File: config.mk
export PLATFORM = sky130hd
export DESIGN_NAME = bmdma_regs
export DESIGN_NICKNAME = d
export VERILOG_FILES = /design/src/rtl/bmdma_pkg.sv /design/src/rtl/bmdma_chan.sv /design/src/rtl/bmdma_irq_merge.sv /design/src/rtl/bmdma_regs.sv
export SDC_FILE = /design/constraint.sdc
export NUM_CORES = 1
export LEC_CHECK = 0
export BUFFER_PORTS_ARGS = -buffer_cell sky130_fd_sc_hd__buf_4
export CAP_MARGIN = 20
export CELL_PAD_IN_SITES_DETAIL_PLACEMENT = 1
export CELL_PAD_IN_SITES_GLOBAL_PLACEMENT = 2
export CORE_ASPECT_RATIO = 1.75
export CORE_MARGIN = 2
export CORE_UTILIZATION = 35
export DETAILED_ROUTE_END_ITERATION = 12
export PLACE_DENSITY_LB_ADDON = 0.1
export SLEW_MARGIN = 40
export SYNTH_ARGS = -nofsm -noshare
export SYNTH_HDL_FRONTEND = slang
export SYNTH_HIERARCHICAL = 1
export SYNTH_SLANG_ARGS = --single-unit
File: constraint.sdc
create_clock -name clk -period 4.4 [get_ports clk]
set_clock_uncertainty 0.2 [all_clocks]
set_input_delay 1.32 -clock clk [delete_from_list [all_inputs] [get_ports clk]]
set_output_delay 1.32 -clock clk [all_outputs]
set_load 0.1 [all_outputs]
File: src/rtl/bmdma_pkg.sv
package bmdma_pkg;
  localparam int NUM_CH    = 2;
  localparam int BYTE_W    = 8;
  localparam int LANE_CMD  = 0;
  localparam int LANE_MODE = 1;
  localparam int LANE_STAT = 2;
  localparam int LANE_TIM  = 3;

  typedef struct packed {
    logic cap6;
    logic cap5;
    logic intf;
    logic err;
    logic act;
  } bm_stat_t;

  function automatic logic [7:0] stat_byte(input bm_stat_t s);
    return {1'b0, s.cap6, s.cap5, 2'b00, s.intf, s.err, s.act};
  endfunction
endpackage

File: src/rtl/bmdma_chan.sv
module bmdma_chan
  import bmdma_pkg::*;
#(
  parameter int PTR_W      = 32,
  parameter int ALIGN_BITS = 2
) (
  input  logic               clk,
  input  logic               rst_n,
  input  logic               cmd_we,
  input  logic [1:0]         cmd_bits,
  input  logic               stat_we,
  input  logic [1:0]         stat_clr,
  input  logic [1:0]         stat_cap,
  input  logic               tim_we,
  input  logic [7:0]         tim_wdata,
  input  logic [PTR_W/8-1:0] ptr_be,
  input  logic [PTR_W-1:0]   ptr_wdata,
  input  logic               done_i,
  input  logic               err_i,
  input  logic               intr_i,
  output logic [7:0]         cmd_q,
  output logic [7:0]         stat_q,
  output logic [7:0]         tim_q,
  output logic [PTR_W-1:0]   ptr_q,
  output logic               start_o,
  output logic               cancel_o
);
  localparam int LANES = PTR_W / 8;
  localparam logic [PTR_W-1:0] PTR_KEEP = ~((PTR_W'(1) << ALIGN_BITS) - PTR_W'(1));

  bm_stat_t         st, st_n;
  logic [1:0]       cmd_r;
  logic [PTR_W-1:0] ptr_n;
  logic             start_n, cancel_n;

  always_comb begin
    st_n     = st;
    start_n  = 1'b0;
    cancel_n = 1'b0;
    if (cmd_we) begin
      if (!cmd_bits[0])  cancel_n = 1'b1;
      else if (!st.act)  start_n  = 1'b1;
    end
    if (stat_we) begin
      st_n.err  = st.err  & ~stat_clr[0];
      st_n.intf = st.intf & ~stat_clr[1];
      st_n.cap5 = stat_cap[0];
      st_n.cap6 = stat_cap[1];
    end
    if (err_i)  st_n.err  = 1'b1;
    if (intr_i) st_n.intf = 1'b1;
    if (start_n)                st_n.act = 1'b1;
    else if (cancel_n || done_i) st_n.act = 1'b0;
  end

  for (genvar b = 0; b < LANES; b++) begin : g_lane
    assign ptr_n[8*b +: 8] = ptr_be[b] ? ptr_wdata[8*b +: 8] : ptr_q[8*b +: 8];
  end

  always_ff @(posedge clk) begin
    if (!rst_n) begin
      st       <= '0;
      cmd_r    <= '0;
      tim_q    <= '0;
      ptr_q    <= '0;
      start_o  <= 1'b0;
      cancel_o <= 1'b1;
    end else begin
      st       <= st_n;
      start_o  <= start_n;
      cancel_o <= cancel_n;
      if (cmd_we)  cmd_r <= cmd_bits;
      if (tim_we)  tim_q <= tim_wdata;
      if (|ptr_be) ptr_q <= ptr_n & PTR_KEEP;
    end
  end

  assign cmd_q  = {4'b0000, cmd_r[1], 2'b00, cmd_r[0]};
  assign stat_q = stat_byte(st);

  // a start pulse only follows an idle channel and leaves it active
  p_start_from_idle_r3: assert property (@(posedge clk) disable iff (!rst_n)
    start_o |-> (st.act && !$past(st.act)));

  // never start and cancel together
  p_no_start_cancel_r12: assert property (@(posedge clk) disable iff (!rst_n)
    !(start_o && cancel_o));
endmodule

File: src/rtl/bmdma_irq_merge.sv
module bmdma_irq_merge #(
  parameter int NUM_CH = 2
) (
  input  logic              clk,
  input  logic              rst_n,
  input  logic [NUM_CH-1:0] chan_irq_i,
  input  logic              mask_we,
  input  logic [NUM_CH-1:0] mask_wdata,
  output logic [7:0]        mode_q,
  output logic              irq_o
);
  localparam int PEND_LSB = 2;
  localparam int MASK_LSB = PEND_LSB + NUM_CH;

  logic [NUM_CH-1:0] pend, blk;

  always_ff @(posedge clk) begin
    if (!rst_n) begin
      pend <= '0;
      blk  <= '0;
    end else begin
      pend <= chan_irq_i;
      if (mask_we) blk <= mask_wdata;
    end
  end

  always_comb begin
    mode_q = '0;
    mode_q[PEND_LSB +: NUM_CH] = pend;
    mode_q[MASK_LSB +: NUM_CH] = blk;
  end

  assign irq_o = |(pend & ~blk);

  // pending bits track the inputs one cycle later
  p_pend_follows_r6: assert property (@(posedge clk) disable iff (!rst_n)
    $past(rst_n) |-> (pend == $past(chan_irq_i)));

  // mask bits change only on a mode-byte write
  p_mask_hold_r6: assert property (@(posedge clk) disable iff (!rst_n)
    !mask_we |=> $stable(blk));
endmodule

File: src/rtl/bmdma_regs.sv
module bmdma_regs
  import bmdma_pkg::*;
#(
  parameter int PTR_W      = 32,
  parameter int ALIGN_BITS = 2,
  parameter bit VENDOR_EXT = 1'b1
) (
  input  logic             clk,
  input  logic             rst_n,
  input  logic             bus_valid,
  input  logic             bus_write,
  input  logic [1:0]       bus_word,
  input  logic [3:0]       bus_be,
  input  logic [31:0]      bus_wdata,
  output logic [31:0]      bus_rdata,
  input  logic [1:0]       xfer_done_i,
  input  logic [1:0]       xfer_err_i,
  input  logic [1:0]       xfer_intr_i,
  input  logic [1:0]       chan_irq_i,
  output logic [1:0]       start_o,
  output logic [1:0]       cancel_o,
  output logic [PTR_W-1:0] desc_ptr0_o,
  output logic [PTR_W-1:0] desc_ptr1_o,
  output logic             irq_o
);
  localparam int LANES = PTR_W / 8;

  logic [7:0]       cmd_a  [NUM_CH];
  logic [7:0]       stat_a [NUM_CH];
  logic [7:0]       tim_a  [NUM_CH];
  logic [PTR_W-1:0] ptr_a  [NUM_CH];
  logic [7:0]       mode_q;
  logic [7:0]       mode_rd;
  logic             ctl_wr_any;

  assign ctl_wr_any = bus_valid && bus_write && !bus_word[0];

  for (genvar c = 0; c < NUM_CH; c++) begin : g_ch
    logic ctl_we, ptr_we;
    assign ctl_we = ctl_wr_any && (bus_word[1] == c[0]);
    assign ptr_we = bus_valid && bus_write && bus_word[0] && (bus_word[1] == c[0]);

    bmdma_chan #(.PTR_W(PTR_W), .ALIGN_BITS(ALIGN_BITS)) u_chan (
      .clk      (clk),
      .rst_n    (rst_n),
      .cmd_we   (ctl_we && bus_be[LANE_CMD]),
      .cmd_bits ({bus_wdata[3], bus_wdata[0]}),
      .stat_we  (ctl_we && bus_be[LANE_STAT]),
      .stat_clr (bus_wdata[18:17]),
      .stat_cap (bus_wdata[22:21]),
      .tim_we   (ctl_we && bus_be[LANE_TIM] && VENDOR_EXT),
      .tim_wdata(bus_wdata[31:24]),
      .ptr_be   (ptr_we ? bus_be[LANES-1:0] : '0),
      .ptr_wdata(bus_wdata[PTR_W-1:0]),
      .done_i   (xfer_done_i[c]),
      .err_i    (xfer_err_i[c]),
      .intr_i   (xfer_intr_i[c]),
      .cmd_q    (cmd_a[c]),
      .stat_q   (stat_a[c]),
      .tim_q    (tim_a[c]),
      .ptr_q    (ptr_a[c]),
      .start_o  (start_o[c]),
      .cancel_o (cancel_o[c])
    );
  end

  bmdma_irq_merge #(.NUM_CH(NUM_CH)) u_irq (
    .clk       (clk),
    .rst_n     (rst_n),
    .chan_irq_i(chan_irq_i),
    .mask_we   (ctl_wr_any && bus_be[LANE_MODE] && VENDOR_EXT),
    .mask_wdata(bus_wdata[13:12]),
    .mode_q    (mode_q),
    .irq_o     (irq_o)
  );

  assign desc_ptr0_o = ptr_a[0];
  assign desc_ptr1_o = ptr_a[1];
  assign mode_rd     = VENDOR_EXT ? mode_q : 8'hFF;

  always_comb begin
    if (bus_word[0]) begin
      bus_rdata = 32'(ptr_a[bus_word[1]]);
    end else begin
      bus_rdata = {(VENDOR_EXT ? tim_a[bus_word[1]] : 8'hFF),
                   stat_a[bus_word[1]], mode_rd, cmd_a[bus_word[1]]};
    end
  end

  // reserved status bits never read back as 1
  p_stat_reserved_r4: assert property (@(posedge clk) disable iff (!rst_n)
    (bus_valid && !bus_word[0]) |-> (bus_rdata[23] == 1'b0 && bus_rdata[20:19] == 2'b00));
endmodule

Word-level counts from Yosys, hierarchy flattened. Index checks and enable logic that the tools add are counted.

Bits in registers: 98. Latch bits: 0. RAM bits: 0. ROM bits: 0. Bits of input ports: 50. Output and inout bits: 101. Word-level logic and storage cells: 107. Memories: 0.

Add/sub/neg operators: 0. $mul: 0. Div/mod/pow operators: 0. Order comparisons: 1. Equality and inequality tests: 0. Shifts and indexed selects: 0. Muxes and demuxes: 34. Bitwise logic cells: 10. Reduce and logical (&&, ||, !) cells: 34.

Operator list (number): $mux 32 (4); $mux 8 (7); $mux 1 (17); $reduce_and 2->1 (8); $logic_and 1x1->1 (14); $mux 4 (3); $reduce_bool 2->1 (6); $reduce_or 4->1 (2); $mux 7 (1); $and 1x1->1 (4); $mux 2 (2); $not 1->1 (3); $and 2x2->2 (1); $ge 2x2->1 const B (1); $logic_or 1x1->1 (2); $not 1->2 (1); $not 2->2 (1); $reduce_or 2->1 (1); $logic_not 1->1 (1).

Depth between registers and ports, before layout. Gate-level depths: netlist of the first run.

Word-level depth: 8. Depth in mapped cells: 8.

By module. Netlist of the first run, hierarchy kept.

By module, submodules not included: bmdma_chan (times used 2, cells an instance 164, area an instance 1876.8 sq um, seq. area each 940.9 sq um); bmdma_regs (times used 1, cells an instance 82, area an instance 927.1 sq um, seq. area each 0.0 sq um); bmdma_irq_merge (times used 1, cells an instance 18, area an instance 172.7 sq um, seq. area each 80.1 sq um).

Least setup slack after synthesis of the first run. OpenSTA, ideal clock, no wires.

Kind: input port to output port. Start point: input port bus_word[1]. End point: output port bus_rdata[10]. Arrival time: 3.386 ns. Data required time: 2.880 ns. Path slack: -0.506 ns. Cell stages on the path: 5. Cells stage by stage: buf_6 buf_12 buf_6 mux2i_1 a21oi_1.

Longest elaborated chain between the ends: 5.

RTL lines: start: declaration (RTL line bmdma_regs.sv:12) `input logic [1:0] bus_word,`; $not 1->2 (implied by the code) (RTL line bmdma_regs.sv:83) `bus_rdata = 32'(ptr_a[bus_word[1]]);`; $mux 32 (implied by the code) (3 in a row) (RTL line bmdma_regs.sv:83); $mux 32 (RTL line bmdma_regs.sv:82) `if (bus_word[0]) begin`; end: declaration (RTL line bmdma_regs.sv:15) `output logic [31:0] bus_rdata,`.

No other way between the ends. The select of a mux whose other input is x is not followed.

Final worst setup path of the first run.
Start point: input port bus_word[1]. End point: output port bus_rdata[3].

Longest elaborated chain between the ends: 5.

RTL lines (RTL line): $not 1->2 (implied by the code) (*) (bmdma_regs.sv:83, bmdma_regs.sv:86); $mux 4 (implied by the code) or $mux 32 (tied branches) (bmdma_regs.sv:86, bmdma_regs.sv:83); $mux 8 (implied by the code) or $mux 32 (tied branches) (2 in a row) (bmdma_regs.sv:86, bmdma_regs.sv:83); $mux 32 (*) (bmdma_regs.sv:82).

Every way passes the cells marked *; elsewhere a longest branch is shown, timed or not. The select of a mux whose other input is x is not followed.

==> metrics.txt, run 1 <==
RSZ-0062 raised after global routing false; Post-synth EDFFs 0; diode count 0; Hold Path Sink g_ch[1].u_chan/tim_q[5]; final WL 12800 um; Critical Path AT 2750 ps; Core Region 0.0137 sq mm; share of cells above drive strength 1 36.1%; sequential area share after synthesis 40.4%; max cap viols 0; via count 3549; CP startpoint kind input pin; WP data required 2880 ps; DP HPWL 8940 um; cts hold-fix bufs 0; Yosys warning count 6; drt wl/cell 17.2 um; status completed; count leader, synth dfxtp_1; post-synth cell types 27; crit-path max cell delay 670 ps; Final nets 610; most used cell, CP buf_4; crit path cell chain buf_4, mux4_1, buf_4; Die X 93.0 um; synth cell count leaders dfxtp_1, mux2i_1, nor2b_1; Placer Congestion 0.704; Final Max Tran Viols 0; largest net degree at the start of global routing 99; Final Power 2.03 mW; Max Clk Rate 0.234 GHz; drt pass-1 iters 4; # setup viols final 0; switch share 30.4%; Synth Register Bits 98; maximum vdd drop 0.173 mV; Rows 57; Area Overhead vs Synth 27.3%; Die Area 0.0149 sq mm; H-tree depth 3; vias in the first global route 3773; Tmin final 4270 ps; reg-to-reg slack, setup 3490 ps; synth top area cells dfxtp_1, mux2i_1, nor2b_1; TritonCTS clock tree built; Gates resized, CTS repair 0; Final Cycle Share 97.0%; grt ovf 0; remaining routing DRC violations 0; internal power 1.42 mW; Port Buffers 144; Critical R2R Launch g_ch[1].u_chan/ptr_q[3]; Hold Path Stages 2; Synth async-reset ratio 0%; Top FF cell, synth dfxtp_1; Synth Cell Area 0.00485 sq mm; Max Root-Sink Buffers 2; Critical Path Fanout Max 29; DRT iter0 DRCs 62; Clk pin slew, worst setup/hold paths 60 ps; worst hold start g_ch[1].u_chan/tim_q[5]; Initial Utilization 35.4%; critical path class in2out; GRT Util Overall 17.3%; Leakage Power 2.43 nW; Synth top area share 40.4%; Crit-path slowest cell mux4_1; HP Class reg2reg; initial antenna violation count 0; logic gate share of total power 19.3%; Least-Margin Pin Slew 945 ps; Setup Buffers After CTS 0; fillers 1583; worst r2r dst g_ch[1].u_chan/ptr_q[3]; net switching power 0.619 mW; clock sink count 98; Post-Syn Instances 428; worst r2r path cells 2; global-route wire length before repair 20000 um; CTS Root Buffer Type clkbuf_16; Avg Cell Area, Syn 11.3 sq um; power per cell area 329 mW/mm^2; Routed Antenna Nets 0; register share of total power 44.8%; post-layout util 45.1%; Slew HR 37.3%; top-level I/O count 151; routed vias/inst 4.78; Num CTS Buffers 9; Clk pwr share 35.9%; CP delay by family, top buffers and inverters; Critical Path End Type primary output; largest area contributor in the netlist dfxtp_1; worst skew pair latency 330 ps; setup_tns 0 ps; final hold violation count 0; WP buf/inv 2; Die H 160 um
-- metrics by stage --
stage	setup slack [ps]	hold WS, ps	instance area, sq um	instances
final	134	322	6180	742
after global routing	51.8	356	6180	742
after CTS	89.1	330	6170	742
after detailed placement	91.2	311	5890	726
after global placement	116	292	5890	726
after floorplan	98.2	274	4970	451
-- metal layers --
metal  share of wire, %  track usage, %
met4                1.2            5.15
met1                 39            19.0
met5                  0               0
met2                 55            32.3
met3                4.7            3.92
-- logic make-up after synthesis --
logic type	after synthesis	synth area share, %
multiplexers	118	31.1
other	3	0.232
AO/OA/AOI/OAI	19	2.35
AND/OR/NAND/NOR	128	15.8
flip-flops	98	40.4
buffers and inverters	62	10.2
-- sequential cells by signal, summed over array words and instances, names as in the netlist --
signal and count:
g_ch.u_chan/ptr_q 60, g_ch.u_chan/tim_q 16, g_ch.u_chan/stat_q 10, g_ch.u_chan/cmd_r 4, g_ch.u_chan/cancel_o 2, g_ch.u_chan/start_o 2
u_irq/blk 2, u_irq/pend 2
-- tightest hold or removal path, stage by stage, from the launching register on --
cell     delay [ps]
dfxtp_1         330
mux2i_1          70
nor2b_1          90
-- area by class of cell --
cell class                 count  area [sq um]  share of cell area [%]
timing repair buffer         154          1160                    18.8
clock inverter                 4          27.5                   0.446
multi-input combinational    291          2540                    41.1
tap                          177           221                    3.59
clock buffer                  12           246                    3.99
inverter                       6          22.5                   0.365
sequential                    98          1960                    31.8
-- placed cells by master (no fill, tap or decap) --
cell type  count
nand2_1        7
nor2_1        15
nand3_1        3
clkinv_4       2
clkbuf_8       1
clkbuf_16      9
a21oi_2        8
nor2b_1       80
nand2_4        1
o21ai_1        4
nor3_1         3
mux4_1         7
and4b_1        3
nor2_2         1
inv_1          6
nand3b_1       1
buf_4        153
nor3_2         2
and2_1         2
nor2b_2        6
clkinv_2       2
buf_6          1
nand2b_1       3
mux2i_1       94
dfxtp_1       98
o2111a_1       2
a31oi_1        4
nor3_4         1
mux4_2        17
clkbuf_1       2
o22ai_1        1
conb_1        26
-- how the worst max path moves through the flow --
stage | start | end | cells after the start
6_report | bus_word[1] | bus_rdata[3] | 3
5_1_grt | bus_word[1] | bus_rdata[3] | 3
4_1_cts | bus_word[1] | bus_rdata[3] | 3
3_5_place_dp | bus_word[1] | bus_rdata[3] | 3
3_3_place_gp | bus_word[1] | bus_rdata[31] | 3
2_1_floorplan | bus_word[1] | bus_rdata[10] | 5
-- power by group through the flow --
stage | combinational, mW | clock (mW) | sequential (mW)
3_3_place_gp | 0.390 | 0 | 0.932
2_1_floorplan | 0.263 | 0 | 0.988
5_1_grt | 0.412 | 0.792 | 0.914
6_report | 0.393 | 0.730 | 0.912
4_1_cts | 0.397 | 0.759 | 0.912
3_5_place_dp | 0.396 | 0 | 0.932
Note: power is estimated with default switching activity, not from simulation.
==> run 2, diff against run 1 <==
--- a/config.mk
+++ b/config.mk
@@ -6,14 +6,14 @@
 export NUM_CORES = 1
 export LEC_CHECK = 0
 export BUFFER_PORTS_ARGS = -buffer_cell sky130_fd_sc_hd__buf_4
-export CAP_MARGIN = 20
 export CELL_PAD_IN_SITES_DETAIL_PLACEMENT = 1
 export CELL_PAD_IN_SITES_GLOBAL_PLACEMENT = 2
 export CORE_ASPECT_RATIO = 1.75
 export CORE_MARGIN = 2
 export CORE_UTILIZATION = 35
 export DETAILED_ROUTE_END_ITERATION = 12
-export PLACE_DENSITY_LB_ADDON = 0.1
+export PLACE_DENSITY = 0.86
+export RECOVER_POWER = 100
 export SLEW_MARGIN = 40
 export SYNTH_ARGS = -nofsm -noshare
 export SYNTH_HDL_FRONTEND = slang
==> run 2 against run 1 <==
Effect of this change:
- the flow now finishes with violations (max-capacitance violations, max-slew violations)
- via count down 1.1%
- sequential share of layout area rose by 1.6 points
- non-clock buffer count shrank 3
- cell count decreased by 0.40%
- critical path type unchanged
==> metrics.txt, run 2 (synthesis gave the netlist of run 1 again) <==
diode count 0; Largest Register g_ch.u_chan/ptr_q; clock sink count 98; final hold violation count 0; Critical R2R Launch g_ch[1].u_chan/stat_q[2]; Initial Utilization 35.4%; Clk pin slew, worst setup/hold paths 80 ps; Final nets 607; global-route wire length before repair 19900 um; Die H 160 um; Die X 93.0 um; setup_tns 0 ps; TritonCTS clock tree built; Final Power 2.11 mW; Area Overhead vs Synth 21.3%; # setup viols final 0; via count 3511; Critical Path Fanout Max 32; reg-to-reg slack, setup 3430 ps; failing checks max-capacitance violations, max-slew violations; worst hold start g_ch[0].u_chan/tim_q[1]; final instance area 0.00589 sq mm; Port Buffers 144; grt ovf 0; Leakage Power 2.10 nW; vias in the first global route 3837; remaining routing DRC violations 0; commonest non-fill, non-tap cell in the layout dfxtp_1; initial antenna violation count 0; Placer Congestion 0.740; Least-Margin Pin Slew 1530 ps; worst skew pair latency 340 ps; CP startpoint kind input pin; Routed Antenna Nets 0; flip-flop count of the largest register, all copies and words added 60; Critical Path End Type primary output; Max Clk Rate 0.234 GHz; maximum vdd drop 0.177 mV; commonest non-fill, non-tap cells in the layout dfxtp_1, mux2i_1, nor2b_1, clkbuf_1, buf_4; Final Cycle Share 97.1%; HP Class reg2reg; H-tree depth 3; share of cells above drive strength 1 23.0%; cell count after placement 723; routed vias/inst 4.75; Final Max Tran Viols 9; Die Area 0.0149 sq mm; power per cell area 358 mW/mm^2; Hold Path Sink g_ch[0].u_chan/tim_q[1]; drt wl/cell 17.0 um; Max Root-Sink Buffers 2; DRT iter0 DRCs 57; CTS Root Buffer Type clkbuf_16; area post-placement 0.00587 sq mm; worst r2r path cells 2; hold_ws 323 ps; Num CTS Buffers 9; RSZ-0062 raised after global routing false; largest net degree at the start of global routing 99; cts hold-fix bufs 0; Core Region 0.0137 sq mm; Critical Path AT 2750 ps; max cap viols 2; Hold Path Stages 2; worst r2r dst g_ch[1].u_chan/stat_q[2]; Rows 57; WP data required 2880 ps; Slew HR -2.79%; critical path class in2out; final WL 12500 um; top-level I/O count 151; status complete, but fails checks; GRT Util Overall 17.2%; Gates resized, CTS repair 0; drt pass-1 iters 4; DP HPWL 8910 um; Tmin final 4270 ps; Setup Buffers After CTS 0; Final Non-Filler Cells 739
run 2: worst max-delay path: stages:
cell	delay (ps)
buf_4	480
mux4_1	630
clkbuf_4	300
run 2: layout make-up:
type | instances | area, sq um
sequential | 98 | 1960
tap | 177 | 221
fill | 1578 | 7800
timing repair buffer | 151 | 861
inverter | 6 | 22.5
clock buffer | 9 | 225
multi-input combinational | 291 | 2510
clock inverter | 7 | 85.1
run 2: metal layers:
| layer | track usage (%) | up-vias | wire length (um) |
|---|---|---|---|
| met3 | 2.92 | 21 | 501 |
| li1 | - | 1685 | - |
| met2 | 33.1 | 84 | 7120 |
| met5 | 0 | - | 0 |
| met4 | 8.09 | 0 | 393 |
| met1 | 17.5 | 1721 | 4520 |
run 2: through the flow:
stage / setup WS, ps / util, %
after global placement: 130 / 42.8
final: 127 / 43.0
after detailed placement: 115 / 42.9
after floorplan: 98.2 / -
after CTS: 114 / 45.1
after global routing: 18.3 / 43.0
run 2: worst max path at each step:
stage	from	endpoint	slack [ps]	depth (start not counted)
2_1_floorplan	bus_word[1]	bus_rdata[10]	100	5
3_3_place_gp	bus_word[1]	bus_rdata[31]	130	3
3_5_place_dp	bus_word[1]	bus_rdata[10]	120	5
4_1_cts	bus_word[1]	bus_rdata[31]	110	3
5_1_grt	bus_word[1]	bus_rdata[15]	20	5
6_report	bus_word[1]	bus_rdata[3]	130	3
run 2: power by group:
group          internal [mW]  switching, mW
logic                  0.102          0.276
registers              0.902        0.00941
clock network          0.452          0.368
total                   1.46          0.654
